===== config.mk =====
export PLATFORM = sky130hd
export DESIGN_NAME = ovh_integrator
export DESIGN_NICKNAME = d
export VERILOG_FILES = /design/src/rtl/ovh_integrator.sv
export SDC_FILE = /design/constraint.sdc
export NUM_CORES = 1
export LEC_CHECK = 0
export CORE_MARGIN = 2
export CORE_UTILIZATION = 38
export DETAILED_ROUTE_END_ITERATION = 6
export GPL_TIMING_DRIVEN = 0
export PLACE_DENSITY = 0.59
export SYNTH_ARGS = -nofsm -noshare
export SYNTH_HDL_FRONTEND = slang
export SYNTH_SLANG_ARGS = --single-unit

===== constraint.sdc =====
create_clock -name clk -period 4.15 [get_ports clk]
set_input_delay 0.6225 -clock clk [delete_from_list [all_inputs] [get_ports clk]]
set_output_delay 0.6225 -clock clk [all_outputs]
set_load 0.05 [all_outputs]

===== src/rtl/ovh_integrator.sv =====
module ovh_integrator #(
  parameter int W            = 8,
  parameter int PERSIST      = 5,
  parameter int UNSTABLE_RUN = 8
) (
  input  logic         clk,
  input  logic         rst_n,
  input  logic         occ_valid,
  input  logic [W-1:0] occ_value,
  output logic [W-1:0] held_value,
  output logic         change_pulse,
  output logic         unstable
);
  localparam int RW = $clog2(PERSIST + 1);
  localparam int UW = $clog2(UNSTABLE_RUN + 1);
  localparam logic [RW-1:0] RUN_FULL = RW'(PERSIST);
  localparam logic [UW-1:0] MIS_FULL = UW'(UNSTABLE_RUN);

  logic [W-1:0]  held_q, prev_q;
  logic [RW-1:0] run_q, run_nx;
  logic [UW-1:0] mis_q, mis_nx;
  logic          uns_q, pulse_q;

  wire same_prev = (occ_value == prev_q);
  wire same_held = (occ_value == held_q);
  wire miss      = !same_held && !same_prev;

  assign run_nx = !same_prev ? RW'(1) :
                  (run_q == RUN_FULL) ? run_q : run_q + RW'(1);
  assign mis_nx = !miss ? '0 :
                  (mis_q == MIS_FULL) ? mis_q : mis_q + UW'(1);

  wire adopt = occ_valid && !same_held && (run_nx == RUN_FULL);

  always_ff @(posedge clk or negedge rst_n) begin
    if (!rst_n) begin
      held_q  <= '0;
      prev_q  <= '0;
      run_q   <= '0;
      mis_q   <= '0;
      uns_q   <= 1'b0;
      pulse_q <= 1'b0;
    end else begin
      pulse_q <= adopt;
      if (occ_valid) begin
        prev_q <= occ_value;
        run_q  <= run_nx;
        mis_q  <= mis_nx;
        if (adopt) held_q <= occ_value;
        if (mis_nx == MIS_FULL)      uns_q <= 1'b1;
        else if (run_nx == RUN_FULL) uns_q <= 1'b0;
      end
    end
  end

  assign held_value   = held_q;
  assign change_pulse = pulse_q;
  assign unstable     = uns_q;


  idle_hold_chk: assert property (@(posedge clk) disable iff (!rst_n)
    !occ_valid |=> ($stable(held_value) && $stable(unstable) && !change_pulse));


  change_marked_chk: assert property (@(posedge clk) disable iff (!rst_n)
    (held_value != $past(held_value)) |-> change_pulse);


  pulse_cause_chk: assert property (@(posedge clk) disable iff (!rst_n)
    change_pulse |-> ($past(occ_valid) && held_value == $past(occ_value)));


  no_overflow_chk: assert property (@(posedge clk) disable iff (!rst_n)
    mis_q <= MIS_FULL);


  unstable_rise_chk: assert property (@(posedge clk) disable iff (!rst_n)
    $rose(unstable) |-> $past(occ_valid && occ_value != prev_q && occ_value != held_q));


  unstable_fall_chk: assert property (@(posedge clk) disable iff (!rst_n)
    $fell(unstable) |-> $past(occ_valid && occ_value == prev_q));
endmodule


==> qor.csv <==
metric;value;unit
worst rel slew slack;0.272;
Leak;0.709;nW
Worst Setup End Kind;register;
Chip Height;64.2;um
post-route cell area;0.00166;mm^2
synthesis-stage register bit count;25;
Async SR Flop Fraction;1.00;
HPWL Detailed;1910;um
Placed Area;0.00163;mm^2
CTS max path bufs;2;
yosys warns;0;
Num CTS Buffers;3;
Largest stage delay, worst path;0.55;ns
Final ANT Viol Nets;0;
setup bufs post-CTS;0;
VDD IR max;0.000177;V
core area;0.00342;mm^2
clock slew at reported path FFs;0.13;ns
Fmax;431;MHz
outcome;complete, no violations;
CTS Sinks;25;
Hold Path Class;register to register;
Netlist cell types;31;
H-tree depth;1;
Final setup viols;0;
fin nets;160;
post_cts resized;0;
initial antenna violation count;0;
layout cells sized above 1;0.181;
synthesized netlist cell count;120;
P&R area growth vs syn;20.7;%
Avg Cell Area, Syn;11.5;um^2
Residual DRC;0;
Starting DRT DRC Count;25;
Tot GR Track Use;0.141;
max_cap viols;0;
Pwr Density;314;mW/mm^2
gr ovfl total;0;
hold slack;0.542;ns
WL/cell;13.3;um
die width;64.2;um
IO Port Bufs;20;
clock root buffer;clkbuf_4;
Final Max Tran Viols;0;
number of diodes;0;
Clk Latency, worst-skew pair;0.32;ns
final setup skew;0.00739;ns
pin count of the biggest net entering global routing;26;
Final Critical Period;2.32;ns
Via density;5.16;
CP Data Arrival Time;2.54;ns
CTS tree;yes;
Syn Nets;135;
drt pass-1 iters;4;
first-pass GRT wire length;4550;um
RSZ-0062 raised after global routing;no;
standard-cell rows;21;
routed wire length;2520;um
DIE AREA;0.00412;mm^2
RePlAce Congestion;0.831;
I/O pin count;21;
TNS Setup;0;ns
Post-Syn Area;0.00138;mm^2
via count;980;
Setup CP Type;primary input to register;
crit start category;primary input;
final hold viol count;0;
Post-synth EDFFs;0;
Req. time, crit path;4.37;ns
cell at the slowest stage of the critical path;clkdlybuf4s50_1;
Seq/Total Area, Yosys;0.455;
Total Power;522;uW
pin slew with the least headroom to its limit;1.09;ns
cts hold-fix bufs;0;
fin crit share;0.559;
flop-to-flop setup slack;2.08;ns
number of global-route vias before repair;1040;
Initial Utilization;0.403;
crit-path cells;clkdlybuf4s50_1, xnor2_1, nand4_1, nor2_2, and4_4, buf_6, mux2_4;
crit path max fanout;9;
Top FF cell, synth;dfrtp_1;
## critical path: cells and delay by family
kind | cells | cell delay (ns)
simple gates | 3 | 0.73
buf+inv | 2 | 0.72
mux | 1 | 0.31
xor+xnor | 1 | 0.15
## cell usage after synthesis (2+ instances only)
cell | n | share of area
dfrtp_1 | 25 | 0.45
nand2_1 | 9 | 0.025
xor2_1 | 9 | 0.057
inv_1 | 8 | 0.022
mux2_2 | 8 | 0.065
mux2_4 | 8 | 0.087
xnor2_1 | 8 | 0.051
o21ai_0 | 5 | 0.018
a21oi_1 | 4 | 0.015
ha_1 | 4 | 0.036
nand3_1 | 4 | 0.015
nor2_1 | 3 | 0.0082
and3_1 | 2 | 0.0091
clkbuf_1 | 2 | 0.0055
nand4_1 | 2 | 0.0091
nand4b_1 | 2 | 0.013
nor4_2 | 2 | 0.018
o32ai_1 | 2 | 0.013
## logic make-up after synthesis
logic type | share of synthesized area
xor+xnor | 0.108
simple gates | 0.135
mux | 0.153
fa+ha+maj | 0.0364
buf+inv | 0.0355
compound gates | 0.0782
flops | 0.455
## stage by stage
step                instances  worst slack, ns  utilization
floorplan                 120             2.22            -
global placement          186             1.50        0.478
detailed placement        186             1.48        0.478
CTS                       190             1.84        0.486
global route              190             1.75        0.486
finish                    190             1.83        0.486
## layer usage
metal | wire length [um] | track usage | up-vias
met5 | 0 | 0 | -
met4 | 48 | 0.0638 | 0
met3 | 86 | 0.0264 | 7
met2 | 1190 | 0.237 | 19
met1 | 1190 | 0.176 | 479
li1 | - | - | 475
## cell usage in the layout (no fill, tap or decap), drive strengths merged, types with 5 or more instances in the layout
cell           Yosys  layout
clkbuf             2       5
clkdlybuf4s50      0      20
dfrtp             25      25
inv                8       8
mux2              16      16
nand2              9       9
o21ai              5       5
xnor2              8       8
xor2               9       9
## where the power goes
group | switching (mW) | internal [mW] | total (mW)
Clock | 0.0746 | 0.0362 | 0.111
Sequential | 0.0248 | 0.267 | 0.292
Combinational | 0.0604 | 0.0582 | 0.119
## final cells by class
cell class | instances | area (um^2)
timing repair buffer | 20 | 200
sequential | 25 | 626
clock inverter | 1 | 5.00
clock buffer | 3 | 22.5
fill | 342 | 1750
multi-input combinational | 84 | 702
inverter | 8 | 30.0
tap | 46 | 57.6
buffer | 3 | 18.8
## final timing paths
kind | start | end | cells after the start
setup reg to reg | run_q[1] | held_value[4] | 7
setup / recovery | occ_value[4] | held_value[4] | 7
hold / removal | prev_q[5] | prev_q[5] | 1
max in group asynchronous | rst_n | mis_q[2] | 1
hold reg to reg | prev_q[5] | prev_q[5] | 1
min in group asynchronous | rst_n | prev_q[1] | 1
## state kept, by name (all words and copies together), names as in the netlist
name and cells:
held_value 8, prev_q 8, mis_q 4, run_q 3, change_pulse 1, unstable 1
(Power assumes the default switching activity.)
